## src/rtl/gpio_ctrl_pkg.sv

```systemverilog
package gpio_ctrl_pkg;
  localparam int ADDR_W = 5;

  typedef enum logic [2:0] {
    SLOT_DIR = 3'd0,
    SLOT_ODR = 3'd1,
    SLOT_DAT = 3'd2,
    SLOT_EVT = 3'd3,
    SLOT_MSK = 3'd4,
    SLOT_ESEL = 3'd5,
    SLOT_IEN = 3'd6
  } reg_slot_e;

  localparam logic [2:0] LAST_SLOT = 3'd6;
endpackage

```

## src/rtl/gpio_ctrl_sync.sv

```systemverilog
module gpio_ctrl_sync #(
  parameter int W = 32
) (
  input  logic         clk,
  input  logic         rst_n,
  input  logic [W-1:0] d,
  output logic [W-1:0] q
);
  logic [W-1:0] meta_q, hold_q;

  always_ff @(posedge clk) begin
    if (!rst_n) begin
      meta_q <= '0;
      hold_q <= '0;
    end else begin
      meta_q <= d;
      hold_q <= meta_q;
    end
  end

  assign q = hold_q;
endmodule

```

## src/rtl/gpio_ctrl_edge.sv

```systemverilog
module gpio_ctrl_edge #(
  parameter int W = 32
) (
  input  logic         clk,
  input  logic         rst_n,
  input  logic [W-1:0] lvl,
  input  logic [W-1:0] fall_only,
  input  logic [W-1:0] clr,
  output logic [W-1:0] evt,
  output logic [W-1:0] hit
);
  logic [W-1:0] last_q;

  for (genvar b = 0; b < W; b++) begin : g_bit
    // a fall is last=1,lvl=0; a rise is only accepted when fall_only is clear
    assign hit[b] = (lvl[b] ^ last_q[b]) & (~fall_only[b] | last_q[b]);

    always_ff @(posedge clk) begin
      if (!rst_n) begin
        last_q[b] <= 1'b0;
        evt[b]    <= 1'b0;
      end else begin
        last_q[b] <= lvl[b];
        evt[b]    <= (evt[b] & ~clr[b]) | hit[b];
      end
    end
  end
endmodule

```

## src/rtl/gpio_ctrl_regs.sv

```systemverilog
module gpio_ctrl_regs
  import gpio_ctrl_pkg::*;
#(
  parameter int W = 32
) (
  input  logic              clk,
  input  logic              rst_n,
  input  logic              bus_sel,
  input  logic              bus_we,
  input  logic [ADDR_W-1:0] bus_addr,
  input  logic [W-1:0]      bus_wdata,
  output logic [W-1:0]      bus_rdata,
  input  logic [W-1:0]      lvl,
  input  logic [W-1:0]      evt,
  output logic [W-1:0]      dir,
  output logic [W-1:0]      odr,
  output logic [W-1:0]      dat,
  output logic [W-1:0]      msk,
  output logic [W-1:0]      esel,
  output logic [W-1:0]      ien,
  output logic [W-1:0]      evt_clr
);
  logic       hit_ok;
  logic [2:0] slot;
  logic       wr_ok, rd_ok;
  logic [W-1:0] dat_view, rd_mux;

  assign slot   = bus_addr[ADDR_W-1:2];
  assign hit_ok = (bus_addr[1:0] == 2'b00) && (slot <= LAST_SLOT);
  assign wr_ok  = bus_sel && bus_we && hit_ok;
  assign rd_ok  = bus_sel && !bus_we;

  assign evt_clr  = (wr_ok && slot == SLOT_EVT) ? bus_wdata : '0;
  assign dat_view = (dat & dir) | (lvl & ien & ~dir);

  always_comb begin
    rd_mux = '0;
    if (hit_ok) begin
      case (slot)
        SLOT_DIR:  rd_mux = dir;
        SLOT_ODR:  rd_mux = odr;
        SLOT_DAT:  rd_mux = dat_view;
        SLOT_EVT:  rd_mux = evt;
        SLOT_MSK:  rd_mux = msk;
        SLOT_ESEL: rd_mux = esel;
        SLOT_IEN:  rd_mux = ien;
        default:   rd_mux = '0;
      endcase
    end
  end

  always_ff @(posedge clk) begin
    if (!rst_n) begin
      dir  <= '0;
      odr  <= '0;
      dat  <= '0;
      msk  <= '0;
      esel <= '0;
      ien  <= '0;
    end else if (wr_ok) begin
      case (slot)
        SLOT_DIR:  dir  <= bus_wdata;
        SLOT_ODR:  odr  <= bus_wdata;
        SLOT_DAT:  dat  <= bus_wdata;
        SLOT_MSK:  msk  <= bus_wdata;
        SLOT_ESEL: esel <= bus_wdata;
        SLOT_IEN:  ien  <= bus_wdata;
        default:   ;
      endcase
    end
  end

  always_ff @(posedge clk) begin
    if (!rst_n)     bus_rdata <= '0;
    else if (rd_ok) bus_rdata <= rd_mux;
  end
endmodule

```

## src/rtl/gpio_ctrl.sv

```systemverilog
module gpio_ctrl
  import gpio_ctrl_pkg::*;
#(
  parameter int NLINES = 32
) (
  input  logic              clk,
  input  logic              rst_n,
  input  logic              bus_sel,
  input  logic              bus_we,
  input  logic [ADDR_W-1:0] bus_addr,
  input  logic [NLINES-1:0] bus_wdata,
  output logic [NLINES-1:0] bus_rdata,
  input  logic [NLINES-1:0] pin_in,
  output logic [NLINES-1:0] pin_out,
  output logic [NLINES-1:0] pin_oe,
  output logic              irq
);
  logic [NLINES-1:0] pin_bits, lvl, oe_bits;
  logic [NLINES-1:0] dir_q, odr_q, dat_q, msk_q, esel_q, ien_q;
  logic [NLINES-1:0] evt_q, evt_clr, hit;

  // line k <-> register bit NLINES-1-k
  for (genvar k = 0; k < NLINES; k++) begin : g_swap
    assign pin_bits[NLINES-1-k] = pin_in[k];
    assign pin_out[k]           = dat_q[NLINES-1-k];
    assign pin_oe[k]            = oe_bits[NLINES-1-k];
  end

  gpio_ctrl_sync #(.W(NLINES)) u_sync (
    .clk(clk), .rst_n(rst_n), .d(pin_bits), .q(lvl)
  );

  gpio_ctrl_edge #(.W(NLINES)) u_edge (
    .clk(clk), .rst_n(rst_n), .lvl(lvl), .fall_only(esel_q),
    .clr(evt_clr), .evt(evt_q), .hit(hit)
  );

  gpio_ctrl_regs #(.W(NLINES)) u_regs (
    .clk(clk), .rst_n(rst_n),
    .bus_sel(bus_sel), .bus_we(bus_we), .bus_addr(bus_addr),
    .bus_wdata(bus_wdata), .bus_rdata(bus_rdata),
    .lvl(lvl), .evt(evt_q),
    .dir(dir_q), .odr(odr_q), .dat(dat_q), .msk(msk_q),
    .esel(esel_q), .ien(ien_q), .evt_clr(evt_clr)
  );

  // open-drain lines drive only a low level
  assign oe_bits = dir_q & ~(odr_q & dat_q);
  assign irq     = |(evt_q & msk_q);
endmodule

```

## config.mk

```make
export PLATFORM = sky130hd
export DESIGN_NAME = gpio_ctrl
export DESIGN_NICKNAME = d
export VERILOG_FILES = /design/src/rtl/gpio_ctrl_pkg.sv /design/src/rtl/gpio_ctrl_sync.sv /design/src/rtl/gpio_ctrl_edge.sv /design/src/rtl/gpio_ctrl_regs.sv /design/src/rtl/gpio_ctrl.sv
export SDC_FILE = /design/constraint.sdc
export NUM_CORES = 1
export LEC_CHECK = 0
export ABC_CLOCK_PERIOD_IN_PS = 1700
export BUFFER_PORTS_ARGS = -buffer_cell sky130_fd_sc_hd__buf_2
export CAP_MARGIN = 0
export CORE_AREA = 4 4 208 210
export CTS_CLUSTER_SIZE = 24
export DETAILED_ROUTE_END_ITERATION = 12
export DIE_AREA = 0 0 212 214
export GPL_ROUTABILITY_DRIVEN = 0
export PLACE_DENSITY = 0.64
export SLEW_MARGIN = 20
export SYNTH_ARGS = -nofsm -noshare
export SYNTH_HDL_FRONTEND = slang
export SYNTH_HIERARCHICAL = 1
export SYNTH_SLANG_ARGS = --single-unit
```

## constraint.sdc

```tcl
create_clock -name clk -period 1.7 [get_ports clk]
set_clock_uncertainty 0.2 [all_clocks]
set_input_delay 0.34 -clock clk [delete_from_list [all_inputs] [get_ports clk]]
set_output_delay 0.34 -clock clk [all_outputs]
set_load 0.005 [all_outputs]
```

# Word-level counts from Yosys, hierarchy flattened
# Index checks and enable logic that the tools add are counted.
[totals] ff_bits=352 input_bits=73 out_inout_bits=97 word_cells=331
[op_classes] n_lt_le_gt_ge=1 eq_ne=6 muxes=3 n_bitwise=233 n_reduce_logical=15
[ops] cell="case mux 32 bit (7 select lines)" n=1
[ops] cell="bitwise AND 32 bit" n=6
[ops] cell="bitwise AND 1 bit" n=64
[ops] cell="two-way mux 32 bit" n=2
[ops] cell="inverter 1 bit" n=64
[ops] cell="inverter 32 bit" n=2
[ops] cell="OR 1 bit" n=64
[ops] cell="OR 32 bit" n=1
[ops] cell="OR reduction 32 bit" n=1
[ops] cell="XOR 1 bit" n=32
[ops] cell="AND reduction 2 bit" n=6
[ops] cell="== test 3 bit (second input constant)" n=3
[ops] cell="== test 3 x 2 -> 1 bit (second input constant)" n=2
[ops] cell="logical AND 1 bit" n=5
[ops] cell="== test 3 x 1 -> 1 bit (second input constant)" n=1
[ops] cell="less-or-equal comparator 3 bit (second input constant)" n=1
[ops] cell="logical NOT 3 bit" n=1
[ops] cell="logical NOT 2 bit" n=1
[ops] cell="logical NOT 1 bit" n=1

# Depth between registers and ports, before layout
# Gate-level depths: netlist of run 1.
[logic_depth] ltp_word=8 ltp_mapped=8 mapped_depth_nobuf=5

# Modules after synthesis
# Netlist of run 1, hierarchy kept.
[modules_own_cells] module="gpio_ctrl_regs" instances=1 cells_per_inst=1319 area_per_inst_um2=10416.2 seq_area_each_um2=4484.3
[modules_own_cells] module="gpio_ctrl_edge" instances=1 cells_per_inst=263 area_per_inst_um2=2632.5 seq_area_each_um2=1281.2
[modules_own_cells] module="gpio_ctrl_sync" instances=1 cells_per_inst=134 area_per_inst_um2=1791.7 seq_area_each_um2=1281.2
[modules_own_cells] module="gpio_ctrl" instances=1 cells_per_inst=53 area_per_inst_um2=397.9 seq_area_each_um2=0.0

# Worst setup path before layout of run 1
# No wires, ideal clock.
[synth_path] path_kind="input to register" from="input port bus_addr[0]" to="register u_regs.msk[21]" setup_ns=0.116 t_arrival_ns=1.544 t_required_ns=1.384 path_slack_ns=-0.160 path_stages=7 n_path_buf=2 path_cell_list="and4bb_2 -> nand2_2 -> or3b_1 -> buf_4 -> buf_6 -> nand3_1 -> o21ai_2"
[synth_via] elab_chain_cells=4
[synth_lines] item="start, declared" line="gpio_ctrl.sv:10" source="input logic [ADDR_W-1:0] bus_addr,"
[synth_lines] item="logical NOT 2 bit" line="gpio_ctrl_regs.sv:29" source="assign hit_ok = (bus_addr[1:0] == 2'b00) && (slot <= LAST_SLOT);"
[synth_lines] item="logical AND 1 bit" line="gpio_ctrl_regs.sv:29"
[synth_lines] item="logical AND 1 bit" line="gpio_ctrl_regs.sv:30" source="assign wr_ok = bus_sel && bus_we && hit_ok;"
[synth_lines] item="AND reduction 2 bit (no line)"
[synth_lines] item="end signal, assigned" line="gpio_ctrl_regs.sv:65" source="SLOT_MSK: msk <= bus_wdata;"
[synth_lines] item="end, declared" line="gpio_ctrl_regs.sv:18" source="output logic [W-1:0] msk,"
# No other way between the ends.
# A chain may end at the register's enable or synchronous reset.

# Worst setup path after layout of run 1
[layout_path] from="register u_edge.evt[12]" to="output port irq"
[layout_via] elab_chain_cells=2
[layout_lines] item="start, declared" line="gpio_ctrl_edge.sv:9" source="output logic [W-1:0] evt,"
[layout_lines] item="start signal, assigned by index" line="gpio_ctrl_edge.sv:24" source="evt[b] <= (evt[b] & ~clr[b]) | hit[b];"
[layout_lines] item="bitwise AND 32 bit" line="gpio_ctrl.sv:49" source="assign irq = |(evt_q & msk_q);"
[layout_lines] item="OR reduction 32 bit" line="gpio_ctrl.sv:49"
[layout_lines] item="end, declared" line="gpio_ctrl.sv:16" source="output logic irq"
# No other way between the ends.

==> results.cfg, run 1 <==
[clock_network]
clk_latency_ns = 0.55
cts-htree-levels = 2
root_buffer = clkbuf_16
path_clk_slew_ns = 0.06
cts_sinks = 352
cts.path.max_buffers = 3
cts_buffers = 40
cts_tree = done

[logic_synthesis]
synthesis.area_mm2 = 0.0151
ys_warn_count = 6
syn-num-nets = 1810
postSynthAreaPerCell_um2 = 8.70
synthCells = 1737

[routing]
wl_mm = 50.4
drt-initial-drc-count = 955
wl_per_cell_um = 19.0
drc = 0
ant_nets = 0
drt-vias-per-instance = 5.20
dr_total_vias = 13771
firstDrtPassIters = 6

[cells_and_area]
drive_gt1_share_pct = 35.5
num_antenna_cells = 0
nFillCells = 3891
areaGrowthSynthToFinish_pct = 35.1
final_common_cell = nand2_1
nets = 2151
layout_common_cells = 414 x nand2_1, 259 x dfxtp_1, 160 x buf_2

[floorplanning]
core_area_mm2 = 0.0416
rows = 75
io_pins = 170
die_w_um = 212
dieArea_mm2 = 0.0454
start_util_pct = 36.4
die_y_um = 214

[placement]
io_buffers = 169
place_ws_ns = -0.385
post-dp-hpwl_mm = 34.2

[sta]
setup_viol = 12
slew-limit-headroom_pct = 77.1
fmax_mhz = 398
post-route-period-util_pct = 148
holdWs_ns = 0.164
post-route-min-period_ns = 2.52
tightest_slew_ns = 0.343
final_hold_viol_count = 0
rsz0062_at_grt = yes
fin_setup_tns_ns = -1.09
slew_violations = 0
fin_ws_ns = -0.815

[worst_setup_path]
end_kind = output port
crit_path_top_delay_cell = or4_4
critPathKind = reg -> out
arrival_ns = 1.98
worstPathMaxFanout = 2
cpLargestDelayFamily = simple AND/OR/NAND/NOR gates
crit_required_ns = 1.16
crit_chain = a22oi_2 -> nand4_1 -> or4_4 -> buf_6
crit_buf_inv = 1
cp-start-kind = register
slowest_delay_ns = 0.58

[global_route]
grt_usage_pct = 21.6
grt_max_degree = 65
grt_pass1_vias = 13668
grt_antenna_before_repair = 1
grt_pass1_wl_mm = 78.0
grt_remaining_overflow = 0

[power_and_ir_drop]
power_leakage_nw = 8.09
pwr_density_cell_mw_per_mm2 = 901
ir_worst_vdd_mv = 0.599
finalPower_mw = 18.4

[worst_hold_path]
worstHoldPathType = in -> reg

[status]
status = finished with violations
violations = negative setup slack

[flow_run]
maxCapViolCount = 0
worst paths after layout:
| kind | startpoint | to | slack, ns | depth (start not counted) |
|---|---|---|---|---|
| worst max register to register | u_regs/dat[30]$_SDFFE_PN0P_ | u_regs/bus_rdata[30]$_SDFFE_PN0P_ | 0.09 | 8 |
| worst min-delay path | rst_n | u_regs/dat[18]$_SDFFE_PN0P_ | 0.16 | 3 |
| worst min register to register | u_sync/meta_q[23]$_SDFF_PN0_ | u_sync/q[23]$_SDFF_PN0_ | 0.25 | 1 |
| worst max-delay path | u_edge/evt[12]$_SDFF_PN0_ | irq | -0.82 | 4 |
registers in the layout, summed over array words and instances (netlist names):
signal            cells
u_regs/esel          32
u_regs/bus_rdata     32
u_sync/q             32
u_edge/last_q        32
u_regs/dir           32
u_regs/msk           32
u_edge/evt           32
u_regs/odr           32
u_sync/meta_q        32
u_regs/dat           32
u_regs/ien           32
layer usage:
metal  GRT usage (%)  vias to the layer above  part of all wire, %
li1                -                     6640                    -
met1            28.9                     6636                   44
met4            6.63                        0                  2.8
met2            34.7                      410                   46
met3            4.76                       85                  7.1
met5               0                        -                    0
final cells by class:
cell class | count | area, um2 | area share [%]
clock buffers | 69 | 1270 | 6.23
clock inverters | 4 | 35.0 | 0.172
inverters | 4 | 15.0 | 0.0735
multi-input cells | 1258 | 7910 | 38.7
flip-flops and latches | 352 | 7170 | 35.1
well taps | 539 | 674 | 3.30
repair buffers | 422 | 3350 | 16.4
power breakdown:
part           leakage, nW  internal, mW  switching (mW)
clock                0.640          5.07            3.44
sequential            2.91          8.42           0.127
combinational         4.55         0.653           0.689
total                 8.09          14.1            4.25
worst register-to-register path, delay by kind of cell, from the launching register on:
kind / cells / cell delay (ns)
DFF: 1 / 0.36
AOI/OAI and AO/OA: 4 / 0.48
buffers and inverters: 4 / 0.46
metrics by stage:
step | util [%] | instances | instance area [um2]
3_5_place_dp | 42.6 | 2461 | 17700
2_1_floorplan | - | 1737 | 15300
5_1_grt | 49.1 | 2648 | 20400
4_1_cts | 48.9 | 2645 | 20300
3_3_place_gp | 42.6 | 2461 | 17700
6_report | 49.1 | 2648 | 20400
repair_timing:
item | 4_1_cts | 5_1_grt
pin swaps | 7 | 3
endpoints found under the hold margin | 224 | 0
hold buffers | 64 | 0
resized for setup | 169 | 20
buffers inserted | 47 | 4
endpoints found under the setup margin | 35 | 35
Note: power is estimated with default switching activity, not from simulation.
==> inputs of run 2 (changes only) <==
- CORE_AREA: 4 4 208 210 -> 4 4 207 209
- DIE_AREA: 0 0 212 214 -> 0 0 211 213
- SYNTH_HIERARCHICAL: 1 -> default
==> results.cfg, run 2 <==
[status]
status = finished with violations
violations = negative setup slack

[clock_network]
cts_tree = done
cts_buffers = 38
cts_sinks = 352
clk_latency_ns = 0.54
cts-htree-levels = 2
path_clk_slew_ns = 0.06
cts.path.max_buffers = 3
root_buffer = clkbuf_16

[logic_synthesis]
synth_top_area_cell = dfxtp_1
synth-xor-area-share_pct = 0
ys_ff_latch = 352
synth_edf_count = 0
synth_mux_area_share_pct = 4.33
ys_warn_count = 0
ys.flop_type = dfxtp_1
synth_cell_types = 36
synth_top_family_by_area = compound AO/OA/AOI/OAI gates
yosys-top-cells-area = dfxtp_1 47%, a21boi_0 11%, nand2_1 11%
synth_compound_area_share_pct = 23.5
postSynthAreaPerCell_um2 = 8.49
synth_top_area_share_pct = 46.9
synthArstFlopShare_pct = 0
synth-simple-area-share_pct = 19.5
synth_common_cells = 447 x nand2_1, 352 x dfxtp_1, 227 x a21boi_0, 98 x clkbuf_1, 97 x and2_1
syn-num-nets = 1841
synth.most_common_cell = nand2_1
synth_fa_ha_area_share_pct = 0
synthCells = 1768
ys_seq_area_share_pct = 46.9
synthesis.area_mm2 = 0.0150

[floorplanning]
core_area_mm2 = 0.0408
rows = 74
start_util_pct = 36.8
die_y_um = 213
die_w_um = 211
dieArea_mm2 = 0.0449
io_pins = 170

[power_and_ir_drop]
ir_worst_vdd_mv = 0.793
p_sw_share_pct = 22.8
finalPower_mw = 18.2
power_switching_mw = 4.14
power_leakage_nw = 7.87
p_int_mw = 14.0
pwr-share-clk_pct = 46.1
pwr_density_cell_mw_per_mm2 = 903
seq_power_share_pct = 46.9
comb_power_share_pct = 7.0

[placement]
place_inst = 2496
io_buffers = 169
post-dp-hpwl_mm = 33.8
place_ws_ns = -0.524
dpl_cell_area_mm2 = 0.0174

[cells_and_area]
fin_cells = 2690
layout_common_cells = 447 x nand2_1, 267 x dfxtp_1, 197 x buf_4
final_area_mm2 = 0.0201
areaGrowthSynthToFinish_pct = 34.0
drive_gt1_share_pct = 27.8
nets = 2205
final_util_pct = 49.3
num_antenna_cells = 0
final_common_cell = nand2_1

[sta]
fin_ws_ns = -0.806
post-route-min-period_ns = 2.51
tightest_slew_ns = 0.475
final_hold_viol_count = 0
slew_violations = 0
setup_viol = 1
post-route-period-util_pct = 147
fmax_mhz = 399
slew-limit-headroom_pct = 68.3
rsz0062_at_grt = yes

[global_route]
grt_usage_pct = 21.6
grt_pass1_wl_mm = 77.3
grt_remaining_overflow = 0
grt_pass1_vias = 13704
grt_max_degree = 72
grt_antenna_before_repair = 1

[flow_run]
maxCapViolCount = 0

[routing]
wl_per_cell_um = 18.6
wl_mm = 50.0
drt-vias-per-instance = 5.14
firstDrtPassIters = 7
drc = 0
ant_nets = 0
dr_total_vias = 13826
drt-initial-drc-count = 989

[worst_hold_path]
worstHoldPathType = in -> reg

[worst_setup_path]
critPathKind = reg -> out
arrival_ns = 1.97
rrSetupSlack_ns = 0.16
crit_path_top_delay_cell = or4_4
worstPathMaxFanout = 2
cp-start-kind = register
crit_required_ns = 1.16
slowest_delay_ns = 0.56
end_kind = output port
crit_chain = a22oi_2 -> buf_4 -> nand4_1 -> or4_4 -> buf_6
run 2: stage by stage:
stage          setup TNS (ns)  hold WS [ns]
2_1_floorplan          -20.24         0.212
3_3_place_gp           -76.52         0.215
3_5_place_dp           -85.08         0.222
4_1_cts                 -1.07        0.0811
5_1_grt                 -1.66        0.0890
6_report               -0.806        0.0976
run 2: timing repair:
action                                  CTS  global route
gates cloned                              0             0
hold endpoints to repair                224             0
hold buffers                             64             0
setup buffers                            46            18
endpoints found under the setup margin   33            66
pin swaps                                20             7
resized for setup                       155            26
run 2: kinds of logic (layout without fill, tap and decap cells):
group | Yosys count | after routing
compound gates | 466 | 466
buf+inv | 217 | 607
flops | 352 | 352
mux | 65 | 65
simple gates | 668 | 668
run 2: final cells by class:
class	count	area (um2)
clock buffers	58	1170
clock inverters	8	92.6
inverters	95	357
repair buffers	446	3300
flip-flops and latches	352	7190
fillers	3787	20700
multi-input cells	1199	7340
well taps	532	666
run 2: metal layers:
metal,part of all wire [%],global-route usage (%)
met5,0.026,0
met4,2.5,6.60
met3,6.0,3.28
met2,48,36.5
met1,44,28.8
run 2: path summary, 6_finish.rpt:
check                                                   from                                 to  depth (start not counted)
worst max-delay path             u_regs.msk[11]$_SDFFE_PN0P_                                irq                          5
worst min-delay path                                   rst_n        u_regs.msk[28]$_SDFFE_PN0P_                          3
worst max register to register   u_regs.dir[10]$_SDFFE_PN0P_  u_regs.bus_rdata[10]$_SDFFE_PN0P_                          6
worst min register to register  u_sync.meta_q[25]$_SDFF_PN0_            u_sync.q[25]$_SDFF_PN0_                          1
run 2: power by group through the flow:
stage	Combinational [mW]	Clock (mW)	Sequential (mW)
floorplan	0.582	0	8.67
global placement	1.11	0	8.72
detailed placement	1.13	0	8.72
CTS	1.26	8.52	8.53
global route	1.38	8.90	8.53
finish	1.27	8.38	8.52
run 2: worst max-delay path: cells and delay by family, from the launching register on:
kind | cells | cell delay, ns
flops | 1 | 0.32
simple gates | 2 | 0.65
buf+inv | 2 | 0.28
compound gates | 1 | 0.18
==> inputs of run 3 (changes only) <==
- BUFFER_PORTS_ARGS: -buffer_cell sky130_fd_sc_hd__buf_2 -> default
- DONT_BUFFER_PORTS: default -> 1
- PLACE_DENSITY: 0.64 -> 0.6
- REMOVE_ABC_BUFFERS: default -> 1
==> results.cfg, run 3 (synthesis gave the netlist of run 2 again) <==
[clock_network]
cts-htree-levels = 2
clk_latency_ns = 0.55
cts_buffers = 40
cts_tree = done
cts_sinks = 352
path_clk_slew_ns = 0.06
cts.path.max_buffers = 3
root_buffer = clkbuf_16

[cells_and_area]
final_common_cell = nand2_1
areaGrowthSynthToFinish_pct = 41.6
drive_gt1_share_pct = 18.6
layout_common_cells = 443 x nand2_1, 299 x dfxtp_1, 187 x dlygate4sd3_1
final_util_pct = 52.1
final_area_mm2 = 0.0213
nets = 2165

[floorplanning]
core_area_mm2 = 0.0408
start_util_pct = 36.8
die_y_um = 213
die_w_um = 211
dieArea_mm2 = 0.0449
io_pins = 170
rows = 74

[worst_setup_path]
cp-start-kind = register
crit_chain = a22oi_1 -> nand4_1 -> or4_4
slowest_delay_ns = 0.62
arrival_ns = 1.97
worstPathMaxFanout = 2
end_kind = output port
cpLargestDelayFamily = simple AND/OR/NAND/NOR gates
crit_path_top_delay_cell = or4_4
crit_required_ns = 1.16
crit_buf_inv = 0
critPathKind = reg -> out

[global_route]
grt_antenna_before_repair = 5
grt_pass1_wl_mm = 78.2
grt_pass1_vias = 13874
grt_remaining_overflow = 0
grt_max_degree = 323
grt_usage_pct = 21.9

[routing]
drt-initial-drc-count = 1071
drt-vias-per-instance = 5.17
wl_per_cell_um = 20.1
firstDrtPassIters = 6
wl_mm = 53.2
ant_nets = 0
dr_total_vias = 13727
drc = 0

[worst_hold_path]
worstHoldPathType = in -> reg

[placement]
io_buffers = 0
dpl_cell_area_mm2 = 0.0164
post-dp-hpwl_mm = 29.1
place_ws_ns = -0.519

[power_and_ir_drop]
pwr_density_cell_mw_per_mm2 = 858
ir_worst_vdd_mv = 0.817
power_leakage_nw = 8.49
finalPower_mw = 18.2

[flow_run]
maxCapViolCount = 0

[sta]
post-route-period-util_pct = 148
fin_ws_ns = -0.814
tightest_slew_ns = 0.753
holdWs_ns = -0.182
setup_viol = 14
fin_setup_tns_ns = -1.12
fmax_mhz = 398
final_hold_viol_count = 68
slew-limit-headroom_pct = 49.8
post-route-min-period_ns = 2.51
rsz0062_at_grt = yes
slew_violations = 0

[status]
status = finished with violations
violations = negative hold slack, negative setup slack
run 3: cell count changes in the layout (fill, tap and decap cells not counted), moves of 32 or more:
cell | previous run | this run
a21boi_1 | 41 | 96
dlygate4sd3_1 | 64 | 187
buf_4 | 197 | 130
dlymetal6s4s_1 | 0 | 42
dfxtp_1 | 267 | 299
buf_2 | 164 | 0
a21boi_0 | 183 | 120
run 3: path summary, 6_finish.rpt:
kind	slack (ns)	startpoint	endpoint	cells after the start
worst max-delay path	-0.81	u_edge.evt[17]$_SDFF_PN0_	irq	3
worst min-delay path	-0.18	bus_addr[4]	u_regs.bus_rdata[19]$_SDFFE_PN0P_	2
worst max register to register	0.04	u_sync.q[15]$_SDFF_PN0_	u_edge.evt[15]$_SDFF_PN0_	5
worst min register to register	0.25	u_regs.ien[8]$_SDFFE_PN0P_	u_regs.ien[8]$_SDFFE_PN0P_	2
run 3: power by group:
part | internal, mW | switching [mW]
registers | 8.42 | 0.105
clock network | 5.09 | 3.43
logic | 0.695 | 0.499
run 3: area by class of cell:
class                      instances  area (um2)
antenna                            5        12.5
clock buffer                      60        1190
clock inverter                     7        85.1
fill                            3656       19600
inverter                          95         357
multi-input combinational       1199        7600
sequential                       352        7130
tap                              532         666
timing repair buffer             404        4220
run 3: routing by layer:
metal	global-route usage (%)	wire (um)	vias to the layer above
li1	-	-	6643
met1	27.2	22200	6586
met2	37.9	25600	403
met3	4.39	3850	93
met4	7.98	1590	2
met5	0	7	-
run 3: repair_timing:
action / in CTS / in global routing
endpoints found under the setup margin: 33 / 127
resized for setup: 140 / 173
buffers inserted: 9 / 31
endpoints found under the hold margin: 352 / 188
pin swaps: 8 / 28
hold buffers: 287 / 2
cloned: 0 / 12
run 3: per-stage QoR:
step / hold slack [ns] / instances
floorplan: 0.212 / 1646
global placement: 0.215 / 2299
detailed placement: 0.218 / 2299
CTS: -0.237 / 2661
global route: -0.181 / 2653
finish: -0.182 / 2654
